### src/rtl/i2c_irq_status.sv
module i2c_irq_status #(
  parameter int LVL_W = 5,
  parameter int ABT_W = 10,
  parameter int AW    = 4,
  parameter int DW    = 32,
  parameter int NSTAT = 8
) (
  input  logic             clk,
  input  logic             rst_n,
  input  logic             ev_rx_under,
  input  logic             ev_rx_over,
  input  logic             ev_tx_over,
  input  logic             ev_start,
  input  logic             ev_stop,
  input  logic             abort_pulse,
  input  logic [ABT_W-1:0] abort_cause,
  input  logic [LVL_W-1:0] tx_level,
  input  logic [LVL_W-1:0] tx_thresh,
  input  logic [LVL_W-1:0] rx_level,
  input  logic [LVL_W-1:0] rx_thresh,
  input  logic             rd_en,
  input  logic             wr_en,
  input  logic [AW-1:0]    addr,
  input  logic [NSTAT-1:0] wr_data,
  output logic [DW-1:0]    rd_data,
  output logic [NSTAT-1:0] raw_stat,
  output logic [NSTAT-1:0] masked_stat,
  output logic [ABT_W-1:0] abort_src,
  output logic             irq,
  output logic             tx_flush_hold,
  output logic             xfer_busy
);
  localparam int NLAT = 6;
  localparam logic [AW-1:0] A_RAW = AW'(0), A_MSK = AW'(1), A_MASK = AW'(2),
                            A_SRC = AW'(3), A_CALL = AW'(4), A_CRXU = AW'(5),
                            A_CRXO = AW'(6), A_CTXO = AW'(7), A_CABT = AW'(8);

  logic [NLAT-1:0]  lat_q;
  logic [NLAT-1:0]  set_v, clr_v;
  logic [NSTAT-1:0] mask_q;
  logic             clr_all, clr_abt;

  assign clr_all = rd_en && addr == A_CALL;
  assign clr_abt = rd_en && addr == A_CABT;

  assign set_v = {ev_stop, ev_start, abort_pulse, ev_tx_over, ev_rx_over, ev_rx_under};
  assign clr_v = {clr_all, clr_all, clr_all || clr_abt,
                  clr_all || (rd_en && addr == A_CTXO),
                  clr_all || (rd_en && addr == A_CRXO),
                  clr_all || (rd_en && addr == A_CRXU)};

  always_ff @(posedge clk or negedge rst_n) begin
    if (!rst_n) begin
      lat_q         <= '0;
      mask_q        <= '0;
      abort_src     <= '0;
      tx_flush_hold <= 1'b0;
    end else begin
      lat_q <= (lat_q & ~clr_v) | set_v;
      if (wr_en && addr == A_MASK) mask_q <= wr_data;
      abort_src <= (clr_abt ? '0 : abort_src) | (abort_pulse ? abort_cause : '0);
      if (abort_pulse)  tx_flush_hold <= 1'b1;
      else if (clr_abt) tx_flush_hold <= 1'b0;
    end
  end

  assign raw_stat    = {rx_level > rx_thresh, tx_level <= tx_thresh, lat_q};
  assign masked_stat = raw_stat & mask_q;
  assign irq         = |masked_stat;
  assign xfer_busy   = lat_q[4] & ~lat_q[5];

  always_comb begin
    rd_data = '0;
    case (addr)
      A_RAW, A_CALL, A_CRXU, A_CRXO, A_CTXO, A_CABT: rd_data[NSTAT-1:0] = raw_stat;
      A_MSK:  rd_data[NSTAT-1:0] = masked_stat;
      A_MASK: rd_data[NSTAT-1:0] = mask_q;
      A_SRC:  rd_data[ABT_W-1:0] = abort_src;
      default: rd_data = '0;
    endcase
  end
endmodule


### config.mk
export PLATFORM = sky130hd
export DESIGN_NAME = i2c_irq_status
export DESIGN_NICKNAME = d
export VERILOG_FILES = /design/src/rtl/i2c_irq_status.sv
export SDC_FILE = /design/constraint.sdc
export NUM_CORES = 1
export LEC_CHECK = 0
export BUFFER_PORTS_ARGS = -buffer_cell sky130_fd_sc_hd__buf_4
export CAP_MARGIN = 0
export CORE_ASPECT_RATIO = 0.7
export CORE_MARGIN = 2
export CORE_UTILIZATION = 38
export CTS_CLUSTER_SIZE = 28
export DETAILED_ROUTE_END_ITERATION = 7
export PLACE_DENSITY = 0.82
export SETUP_SLACK_MARGIN = 0.3
export SYNTH_ARGS = -nofsm -noshare
export SYNTH_HDL_FRONTEND = slang
export SYNTH_SLANG_ARGS = --single-unit
export TNS_END_PERCENT = 1
### constraint.sdc
create_clock -name clk -period 3.5 [get_ports clk]
set_input_delay 0.875 -clock clk [delete_from_list [all_inputs] [get_ports clk]]
set_output_delay 0.875 -clock clk [all_outputs]
set_load 0.005 [all_outputs]
**After elaboration in Yosys (flattened, before gate mapping)**

Index checks and enable logic that the tools add are counted.

- Register bits after elaboration: 25
- Bits of input ports: 52
- Output and inout bits: 61
- Logic and storage cells: 41

- Magnitude comparators: 2
- Eq/ne operators: 8
- Muxes and demuxes: 6
- Bitwise logic cells: 7
- Reduce and logical (&&, ||, !) cells: 14

Operators by type and width:

| kind | count |
|---|---|
| 8-bit one-hot mux with 4 select lines | 1 |
| 10-bit two-way mux | 2 |
| 4-bit by 3-bit == test with 1-bit output (second input constant) | 4 |
| 10-bit OR | 1 |
| 8-bit bitwise AND | 1 |
| 4-bit by 2-bit == test with 1-bit output (second input constant) | 2 |
| 8-bit OR reduction | 1 |
| 6-bit bitwise AND | 1 |
| 1-bit logical AND | 6 |
| 6-bit inverter | 1 |
| 6-bit OR | 1 |
| 6-bit OR reduction | 1 |
| 5-bit > comparator | 1 |
| 5-bit <= comparator | 1 |
| 4-bit by 1-bit == test with 1-bit output (second input constant) | 1 |
| 4-bit == test (second input constant) | 1 |
| 4-bit logical NOT | 1 |
| 1-bit logical OR | 4 |
| 1-bit two-way mux | 2 |
| 2-bit two-way mux | 1 |
| 2-bit nonzero test | 1 |
| 1-bit bitwise AND | 1 |
| 1-bit inverter | 1 |

**Logic depth before layout (Yosys ltp)**

Gate-level depths: netlist of run 1.

- Depth after elaboration: 6
- Depth in mapped cells: 6
- Mapped depth without buffers: 6

**Least setup slack after synthesis of run 1**

No wires, ideal clock.

- Path kind: input -> output
- Start: input port tx_thresh[1]
- End: output port irq
- Arrival time: 1969 ps
- Path slack: 656 ps
- Stages: 6
- Path buffers: 0
- Path through: inv_1 -> ha_1 -> nand2b_1 -> a211oi_1 -> o22ai_1 -> a221o_1

- Cells in the longest elaborated chain, start to end: 3

Ends and longest elaborated chain:

| what | RTL line | source |
|---|---|---|
| start: declaration | 18 | `input logic [LVL_W-1:0] tx_thresh,` |
| 5-bit <= comparator | 67 | `assign raw_stat = {rx_level > rx_thresh, tx_level <= tx_thresh, lat_q};` |
| named net raw_stat[6] | 26 | `output logic [NSTAT-1:0] raw_stat,` |
| 8-bit bitwise AND | 68 | `assign masked_stat = raw_stat & mask_q;` |
| 8-bit OR reduction | 69 | `assign irq = \|masked_stat;` |
| end: declaration | 29 | `output logic irq,` |

The timed path passes the listed nets, and every way through them passes these cells.

**Worst setup path in the final report of run 1**

- Start: input port rx_level[2]
- End: output port irq

- Cells in the longest elaborated chain, start to end: 3

Ends and longest elaborated chain:

| what | RTL line | source |
|---|---|---|
| start: declaration | 19 | `input logic [LVL_W-1:0] rx_level,` |
| 5-bit > comparator | 67 |  |
| 8-bit bitwise AND | 68 |  |
| 8-bit OR reduction | 69 |  |

No other way between the ends.

==> results by group, run 1 <==
Timing
  – Setup Viol. Count Final: 0
  – Final min period: between 3 and 4 ns
  – Setup ws final: roughly 0.41 ns
  – Final Max Slew Viols: 0
  – Fmax achieved: roughly 0.32 GHz
  – Endpoints failing hold: 0
  – Crit share post-route: around nine tenths
  – Final setup skew: 0 ns
  – TNS Setup: 0 ns
  – RSZ-0062 raised after global routing: no

Logic synthesis
  – Synth top area cells: dfrtp_1 (35%), buf_4 (9.4%), ha_1 (7.1%), mux2_2 (5.1%), a22o_1 (3.5%)
  – Ys async rst share: 100%
  – Synthesized area: 1760 µm²
  – Seq cells post-synth: 25
  – Register area share after synthesis: between 30% and 40%
  – Synth cell count leaders: dfrtp_1 (25), buf_4 (22), inv_1 (14), ha_1 (10), o21ai_0 (10)
  – Count leader, synth: dfrtp_1
  – Post-synth EDFFs: 0
  – Synth area leader: dfrtp_1
  – Yosys warns: 0
  – Synth cell types: 37
  – Synth Instances: 186
  – Synthesized area per cell: 9.48 µm²
  – Synth top area share: 35.5%
  – Top FF cell, synth: dfrtp_1

Floorplan
  – Chip Width: around 85 µm
  – Die height: around 61 µm
  – Starting Density: between 40% and 50%
  – Core footprint: about 4400 µm²
  – FP Rows: 20
  – Die area: 5210 µm²
  – IO Count: 113

Route
  – Routed via count: roughly 1600
  – Top Layer Used: met4
  – Routed WL: 4550 µm
  – Post-route ant nets: 0
  – M1 WL: between 2000 and 2500 µm
  – 1st-iter DRT viols: roughly 130
  – Routed WL per cell: approximately 14 µm
  – DRC viols: 0
  – Router iterations before antenna repair: 4
  – Met2 wire len: 2100 µm
  – Met3 WL: around 370 µm
  – Vias/cell: around 5

Setup path
  – Crit-path max cell delay: 0.30 ns
  – Slowest cell on crit path: a221o_1
  – Critical path's top delay family: compound AO/OA/AOI/OAI gates
  – Worst Path Arrival: approximately 2.2 ns
  – Cell mode on critical path: buf_4
  – WS Path Type: in2out
  – Req. time, crit path: 2.62 ns
  – Cell Chain, Critical Path: buf_4 > ha_1 > o21ai_0 > a21oi_1 > o31a_1 > a221o_1 > buf_4
  – CP Max Fanout: 4
  – Bufs and invs on worst path: 2
  – CP Capture Type: output pin
  – CP startpoint kind: input pin
  – Worst reg2reg setup slack: 2.69 ns

Clock network
  – TritonCTS buffer count: 3
  – CTS max path bufs: 2
  – Worst skew pair latency: roughly 0.27 ns
  – CTS HTree Levels: 1
  – Clk sink count: 25
  – Post-CTS setup buffer count: 0
  – Root buf cell: clkbuf_8
  – CTS clk-pin slew, worst paths: approximately 0.10 ns
  – CTS tree: yes
  – Cts hold-fix bufs: 0

Final layout
  – Share of cells above drive strength 1: 41.8%
  – FILL cells: 420
  – N_diodes: 0
  – Total Nets Final: about 340
  – Syn-to-layout area delta: 39.3%

Global route
  – Initial antenna violation count: 0
  – First-pass GRT wire length: 7160 µm
  – GRT Overall Usage: 17.8%
  – Pin count of the biggest net entering global routing: 26
  – GR Overflow Total: 0
  – Vias in the first global route: between 1000 and 1500

Run status
  – Status: complete, no violations

Power and ir drop
  – Cell Pwr Density: 328 nW/µm²
  – Pleak: between 1 and 1.5 nW
  – Worst VDD drop: between 0.15 and 0.2 mV

Placed design
  – Detail Placement HPWL: around 3700 µm
  – I/O Buffers: 90
  – Setup WS pre-CTS: 0.401 ns
  – Final Wtd Congestion: between 0.8 and 0.9

Flow run
  – Max Cap Viol: 0

Min path
  – Worst min path class: in2async
-- sequential cells by signal, summed over array words and instances, names as in the netlist --
name,count
lat_q,6
abort_src,10
mask_q,8
tx_flush_hold,1
-- power by group --
part	switching, mW	internal [mW]	total (mW)	leakage, nW
Sequential	0.0316	0.320	0.352	0.254
Combinational	0.114	0.159	0.273	0.997
Clock	0.0980	0.0835	0.181	0.0261
Total	0.243	0.562	0.806	1.28
-- worst paths after layout --
kind | from | endpoint | cells after the start
max | rx_level[2] | irq | 7
min | rst_n | abort_src[7] | 1
max reg2reg | mask_q[7] | mask_q[7] | 1
min reg2reg | tx_flush_hold | tx_flush_hold | 1
max in group asynchronous | rst_n | mask_q[6] | 1
min in group clk | tx_flush_hold | tx_flush_hold | 1
-- cell usage in the layout (no fill, tap or decap), types with 5 or more instances in the layout --
master	instances
mux2_2	8
buf_4	91
nand2_1	9
a22oi_1	8
a21o_1	7
inv_1	14
a21oi_1	6
a22o_2	5
dfrtp_1	25
a22o_1	7
nor2_1	8
nand2b_1	9
ha_1	10
conb_1	22
and2_1	9
o21ai_0	10
-- through the flow --
| stage | std cells | instance area (µm²) | total power [mW] | util (%) | hold WS (ns) |
|---|---|---|---|---|---|
| 2_1_floorplan | 207 | 1840 | 0.495 | - | 0.482 |
| 3_3_place_gp | 326 | 2400 | 0.622 | 54.4 | 0.478 |
| 3_5_place_dp | 326 | 2400 | 0.628 | 54.4 | 0.471 |
| 4_1_cts | 330 | 2450 | 0.811 | 55.5 | 0.492 |
| 5_1_grt | 330 | 2460 | 0.861 | 55.8 | 0.498 |
| 6_report | 330 | 2460 | 0.806 | 55.8 | 0.489 |
-- logic make-up after synthesis --
family                     after synthesis  share of synthesized area [%]
AOI/OAI and AO/OA                       53                           21.8
and+or+nand+nor                         47                           15.6
buffers and inverters                   41                           14.3
DFF                                     25                           35.5
adders and majority gates               10                           7.09
muxes                                    8                           5.11
other                                    1                          0.213
xor gates and xnor gates                 1                          0.497
-- routing by layer --
metal / track usage [%] / vias up
li1: - / 795
met1: 24.7 / 754
met2: 28.6 / 70
met3: 5.17 / 2
met4: 3.17 / 0
met5: 0 / -
-- area by class of cell --
type / count / area, µm² / share of cell area, %
clock buffer: 3 / 41.3 / 1.68
clock inverter: 1 / 8.76 / 0.356
inverter: 14 / 52.6 / 2.14
multi-input combinational: 141 / 977 / 39.8
sequential: 25 / 626 / 25.5
tap: 55 / 68.8 / 2.80
timing repair buffer: 91 / 683 / 27.8
-- what timing repair did --
action                     in CTS  in global routing
setup endpoints to repair       0                  1
resized for setup               0                  2
hold endpoints to repair        0                  0
(Power assumes the default switching activity.)
==> run 2, diff against run 1 <==
--- a/config.mk
+++ b/config.mk
@@ -7,12 +7,14 @@
 export LEC_CHECK = 0
 export BUFFER_PORTS_ARGS = -buffer_cell sky130_fd_sc_hd__buf_4
 export CAP_MARGIN = 0
+export CELL_PAD_IN_SITES_DETAIL_PLACEMENT = 1
+export CELL_PAD_IN_SITES_GLOBAL_PLACEMENT = 1
 export CORE_ASPECT_RATIO = 0.7
 export CORE_MARGIN = 2
-export CORE_UTILIZATION = 38
+export CORE_UTILIZATION = 32
 export CTS_CLUSTER_SIZE = 28
 export DETAILED_ROUTE_END_ITERATION = 7
-export PLACE_DENSITY = 0.82
+export PLACE_DENSITY = 0.94
 export SETUP_SLACK_MARGIN = 0.3
 export SYNTH_ARGS = -nofsm -noshare
 export SYNTH_HDL_FRONTEND = slang
==> results by group, run 2 (same netlist as run 1, synthesis figures left out) <==
Global route
  – GR Overflow Total: 0 (unchanged)
  – First-pass GRT wire length: 8760 µm (was 7160 µm)
  – Vias in the first global route: 1727 (was 1466)
  – Initial antenna violation count: 0 (unchanged)
  – GRT Overall Usage: 18.3% (was 17.8%)
  – Pin count of the biggest net entering global routing: 26 (unchanged)

Placed design
  – I/O Buffers: 90 (unchanged)
  – Number of placed instances with taps included: 343 (was 326)
  – Final Wtd Congestion: 0.763 (was 0.828)
  – Detail Placement HPWL: 4670 µm (was 3720 µm)

Route
  – Vias/cell: 4.78 (was 4.91)
  – Routed via count: 1657 (was 1621)
  – 1st-iter DRT viols: 73 (was 129)
  – Met3 WL: 313 µm (was 368 µm)
  – DRC viols: 0 (unchanged)
  – Met2 wire len: 2620 µm (was 2100 µm)
  – Router iterations before antenna repair: 4 (unchanged)
  – M1 WL: 2550 µm (was 2070 µm)
  – Routed WL: 5580 µm (was 4550 µm)
  – Post-route ant nets: 0 (unchanged)
  – Routed WL per cell: 16.1 µm (was 13.8 µm)
  – Top Layer Used: met4 (unchanged)

Flow run
  – Max Cap Viol: 0 (unchanged)

Clock network
  – Post-CTS setup buffer count: 0 (unchanged)
  – Worst skew pair latency: 0.28 ns (was 0.27 ns)
  – TritonCTS buffer count: 3 (unchanged)
  – Cts hold-fix bufs: 0 (unchanged)
  – Post-cts gate resize count: 0 (unchanged)
  – Root buf cell: clkbuf_8 (unchanged)
  – CTS max path bufs: 2 (unchanged)
  – Clk sink count: 25 (unchanged)
  – CTS tree: yes (unchanged)
  – CTS HTree Levels: 1 (unchanged)
  – CTS clk-pin slew, worst paths: 0.10 ns (about the same)

Setup path
  – WS Path Type: in2out (unchanged)
  – Crit-path max cell delay: 0.30 ns (about the same)
  – Req. time, crit path: 2.62 ns (about the same)
  – Slowest cell on crit path: a221o_1 (unchanged)
  – Cell mode on critical path: buf_4 (unchanged)
  – CP Capture Type: output pin (unchanged)
  – CP startpoint kind: input pin (unchanged)
  – Cell Chain, Critical Path: buf_4 > ha_1 > o21ai_0 > a21oi_1 > o31a_1 > a221o_1 > buf_4 (unchanged)
  – Critical path's top delay family: compound AO/OA/AOI/OAI gates (unchanged)
  – CP Max Fanout: 4 (unchanged)
  – Worst reg2reg setup slack: 2.68 ns (was 2.69 ns)
  – Bufs and invs on worst path: 2 (unchanged)
  – Worst Path Arrival: 2.22 ns (about the same)

Final layout
  – Layout Cells excl Fill: 347 (was 330)
  – Share of cells above drive strength 1: 41.8% (unchanged)
  – Most frequent cells in the layout: buf_4 (91), dfrtp_1 (25), conb_1 (22) (unchanged)
  – Max reg flops: 10 (unchanged)
  – Largest registers: abort_src: 10 flops, mask_q: 8 flops, lat_q: 6 flops (unchanged)
  – N_diodes: 0 (unchanged)
  – Most common cell after layout, fill and taps aside: buf_4 (unchanged)
  – Total Nets Final: 338 (unchanged)
  – Biggest register: abort_src (unchanged)
  – Syn-to-layout area delta: 40.5% (was 39.3%)

Power and ir drop
  – Cell Pwr Density: 331 nW/µm² (was 328 nW/µm²)
  – Pleak: 1.28 nW (unchanged)
  – Worst VDD drop: 0.146 mV (was 0.175 mV)
  – Total power draw: 820 µW (was 806 µW)

Timing
  – Crit share post-route: 88.4% (was 88.3%)
  – Fmax achieved: 0.323 GHz (was 0.324 GHz)
  – Endpoints failing hold: 0 (unchanged)
  – TNS Setup: 0 ns (unchanged)
  – Final Max Slew Viols: 0 (unchanged)
  – RSZ-0062 raised after global routing: no (unchanged)
  – Final setup skew: 0 ns (unchanged)
  – Min Hold Slack: 0.488 ns (was 0.489 ns)
  – Setup Viol. Count Final: 0 (unchanged)
  – Final min period: 3.09 ns (about the same)

Floorplan
  – Die area: 6130 µm² (was 5210 µm²)
  – Starting Density: 33.4% (was 40.1%)
  – Core footprint: 5290 µm² (was 4400 µm²)
  – FP Rows: 22 (was 20)
  – IO Count: 113 (unchanged)
  – Chip Width: 92.7 µm (was 85.4 µm)
  – Die height: 66.1 µm (was 61.0 µm)

Run status
  – Status: complete, no violations (unchanged)

Min path
  – Worst min path class: in2async (unchanged)
## run 2: cell counts in the layout (fill, tap and decap cells not counted)
Identical to the previous run, type by type.
## run 2: per-stage QoR
| step | worst slack [ns] | instance area, µm² | utilization (%) |
|---|---|---|---|
| floorplan | 0.656 | 1840 | - |
| global placement | 0.432 | 2420 | 45.7 |
| detailed placement | 0.353 | 2420 | 45.7 |
| CTS | 0.339 | 2470 | 46.7 |
| global route | 0.315 | 2480 | 46.9 |
| finish | 0.406 | 2480 | 46.9 |
## run 2: path summary, 6_finish.rpt
check                              start  cells after the start            end
min reg2reg                tx_flush_hold                      1  tx_flush_hold
max reg2reg                    mask_q[6]                      1      mask_q[6]
max                          rx_level[2]                      7            irq
min                                rst_n                      1       lat_q[3]
max in group asynchronous          rst_n                      1       lat_q[4]
min in group clk           tx_flush_hold                      1  tx_flush_hold
## run 2: area by class of cell
type                       count  area [µm²]
timing repair buffer          91         683
clock buffer                   3        41.3
sequential                    25         626
multi-input combinational    141         977
clock inverter                 1        8.76
inverter                      14        52.6
tap                           72        90.1
fill                         651        2810
## run 2: report_power, final
group          switching (mW)  internal [mW]
combinational           0.121          0.159
sequential             0.0340          0.320
clock                   0.102         0.0837
total                   0.257          0.563
## run 2: metal layers
| layer | vias to the layer above | global-route usage [%] |
|---|---|---|
| li1 | 788 | - |
| met1 | 805 | 24.8 |
| met2 | 56 | 30.5 |
| met3 | 8 | 4.10 |
| met4 | 0 | 3.86 |
| met5 | - | 0 |
==> run 3, diff against run 2 <==
==> constraint.sdc (replaced) <==
create_clock -name clk -period 3.5 [get_ports clk]
set_input_delay 0.525 -clock clk [delete_from_list [all_inputs] [get_ports clk]]
set_output_delay 0.525 -clock clk [all_outputs]
set_load 0.005 [all_outputs]
==> results by group, run 3 (same netlist as run 1, synthesis figures left out) <==
Route
  – DRC viols: 0 (unchanged)
  – 1st-iter DRT viols: 108 (was 73)
  – Vias/cell: 4.85 (was 4.78)
  – Routed via count: 1683 (was 1657)
  – Routed WL: 5590 µm (was 5580 µm)
  – Routed WL per cell: 16.1 µm (about the same)
  – Post-route ant nets: 0 (unchanged)
  – Router iterations before antenna repair: 4 (unchanged)

Global route
  – Vias in the first global route: 1743 (was 1727)
  – GRT Overall Usage: 18.6% (was 18.3%)
  – Initial antenna violation count: 0 (unchanged)
  – GR Overflow Total: 0 (unchanged)
  – Pin count of the biggest net entering global routing: 26 (unchanged)
  – First-pass GRT wire length: 8870 µm (was 8760 µm)

Timing
  – Final min period: 2.44 ns (was 3.09 ns)
  – Final Max Slew Viols: 0 (unchanged)
  – Fmax achieved: 0.410 GHz (was 0.323 GHz)
  – Setup Viol. Count Final: 0 (unchanged)
  – Setup ws final: 1.06 ns (was 0.406 ns)
  – Min Hold Slack: 0.144 ns (was 0.488 ns)
  – Endpoints failing hold: 0 (unchanged)
  – RSZ-0062 raised after global routing: no (unchanged)
  – TNS Setup: 0 ns (unchanged)
  – Final setup skew: 0 ns (unchanged)
  – Crit share post-route: 69.7% (was 88.4%)

Floorplan
  – IO Count: 113 (unchanged)
  – Starting Density: 33.4% (unchanged)
  – Chip Width: 92.7 µm (unchanged)
  – FP Rows: 22 (unchanged)
  – Core footprint: 5290 µm² (unchanged)
  – Die area: 6130 µm² (unchanged)
  – Die height: 66.1 µm (unchanged)

Clock network
  – CTS clk-pin slew, worst paths: 0.10 ns (about the same)
  – CTS HTree Levels: 1 (unchanged)
  – Root buf cell: clkbuf_8 (unchanged)
  – Clk sink count: 25 (unchanged)
  – Post-cts gate resize count: 0 (unchanged)
  – CTS max path bufs: 2 (unchanged)
  – Cts hold-fix bufs: 0 (unchanged)
  – CTS tree: yes (unchanged)
  – Post-CTS setup buffer count: 0 (unchanged)
  – TritonCTS buffer count: 3 (unchanged)
  – Worst skew pair latency: 0.27 ns (was 0.28 ns)

Power and ir drop
  – Sw frac: 31.0% (was 31.4%)
  – Pleak: 1.27 nW (was 1.28 nW)
  – Total power draw: 814 µW (was 820 µW)
  – Worst VDD drop: 0.133 mV (was 0.146 mV)
  – Sequential Power Share: 43.5% (was 43.2%)
  – Cell Pwr Density: 330 nW/µm² (was 331 nW/µm²)
  – Sw Pwr: 252 µW (was 257 µW)
  – Comb pwr share: 34.2% (about the same)
  – Design internal power: 562 µW (was 563 µW)
  – Clk pwr share: 22.3% (was 22.7%)

Setup path
  – CP Max Fanout: 4 (unchanged)
  – Worst r2r dst: mask_q[6] (unchanged)
  – Worst Path Arrival: 1.92 ns (was 2.22 ns)
  – Reg2reg start: mask_q[6] (unchanged)
  – CP Capture Type: output pin (unchanged)
  – Worst reg2reg setup slack: 2.69 ns (was 2.68 ns)
  – Worst R2R Path Depth: 1 (unchanged)
  – WS Path Type: in2out (unchanged)
  – CP startpoint kind: input pin (unchanged)
  – Req. time, crit path: 2.97 ns (was 2.62 ns)

Min path
  – Worst min path class: in2async (unchanged)

Final layout
  – Max reg flops: 10 (unchanged)
  – Layout Cells excl Fill: 347 (unchanged)
  – Share of cells above drive strength 1: 41.1% (was 41.8%)
  – N_diodes: 0 (unchanged)
  – Most frequent cells in the layout: buf_4 (91), dfrtp_1 (25), conb_1 (22) (unchanged)
  – Total Nets Final: 338 (unchanged)
  – Largest registers: abort_src: 10 flops, mask_q: 8 flops, lat_q: 6 flops (unchanged)
  – Syn-to-layout area delta: 39.9% (was 40.5%)
  – Biggest register: abort_src (unchanged)
  – Most common cell after layout, fill and taps aside: buf_4 (unchanged)

Placed design
  – Setup WS pre-CTS: 1.06 ns (was 0.353 ns)
  – I/O Buffers: 90 (unchanged)
  – Final Wtd Congestion: 0.764 (was 0.763)
  – Detail Placement HPWL: 4610 µm (was 4670 µm)
  – Number of placed instances with taps included: 343 (unchanged)

Run status
  – Status: complete, no violations (unchanged)

Flow run
  – Max Cap Viol: 0 (unchanged)
==> run 3: changes by cell type in the layout (fill, tap and decap cells not counted) <==
cell / previous run / this run
o22ai_1: 2 / 3
o22ai_2: 1 / 0
a211oi_1: 0 / 1
a211oi_2: 1 / 0
==> run 3: power by group through the flow <==
stage / combinational (mW) / sequential (mW) / clock, mW
after floorplan: 0.146 / 0.348 / 0
after global placement: 0.268 / 0.358 / 0
after detailed placement: 0.279 / 0.359 / 0
after CTS: 0.280 / 0.354 / 0.190
after global routing: 0.308 / 0.360 / 0.201
final: 0.278 / 0.354 / 0.182
==> run 3: final cells by class <==
| cell class | instances | area (µm²) |
|---|---|---|
| clock buffer | 3 | 41.3 |
| clock inverter | 1 | 8.76 |
| fill | 646 | 2820 |
| inverter | 14 | 52.6 |
| multi-input combinational | 141 | 966 |
| sequential | 25 | 626 |
| tap | 72 | 90.1 |
| timing repair buffer | 91 | 683 |
==> run 3: worst max-delay path by stage <==
stage                       from  slack (ns)   to
floorplan           tx_thresh[1]        1.36  irq
global placement     tx_level[1]        1.13  irq
detailed placement  tx_thresh[1]        1.06  irq
CTS                 tx_thresh[1]        1.05  irq
global route        tx_thresh[1]        0.93  irq
finish              tx_thresh[1]        1.06  irq
==> run 3: critical path: stages <==
cell	delay, ns
buf_4	0.08
inv_1	0.04
ha_1	0.28
nand2b_1	0.05
a211oi_1	0.25
o22ai_1	0.18
a221o_1	0.37
buf_4	0.14
==> run 3: per-layer routing <==
metal | vias to the layer above | wire length (µm) | GRT usage, %
met5 | - | 0 | 0
met4 | 0 | 57 | 3.13
met3 | 6 | 370 | 4.68
met2 | 57 | 2660 | 30.9
met1 | 829 | 2510 | 25.1
li1 | 791 | - | -
==> run 3: through the flow <==
step / cell area (µm²) / utilization, %
finish: 2470 / 46.7
global route: 2470 / 46.7
CTS: 2470 / 46.7
detailed placement: 2420 / 45.7
global placement: 2420 / 45.7
floorplan: 1840 / -
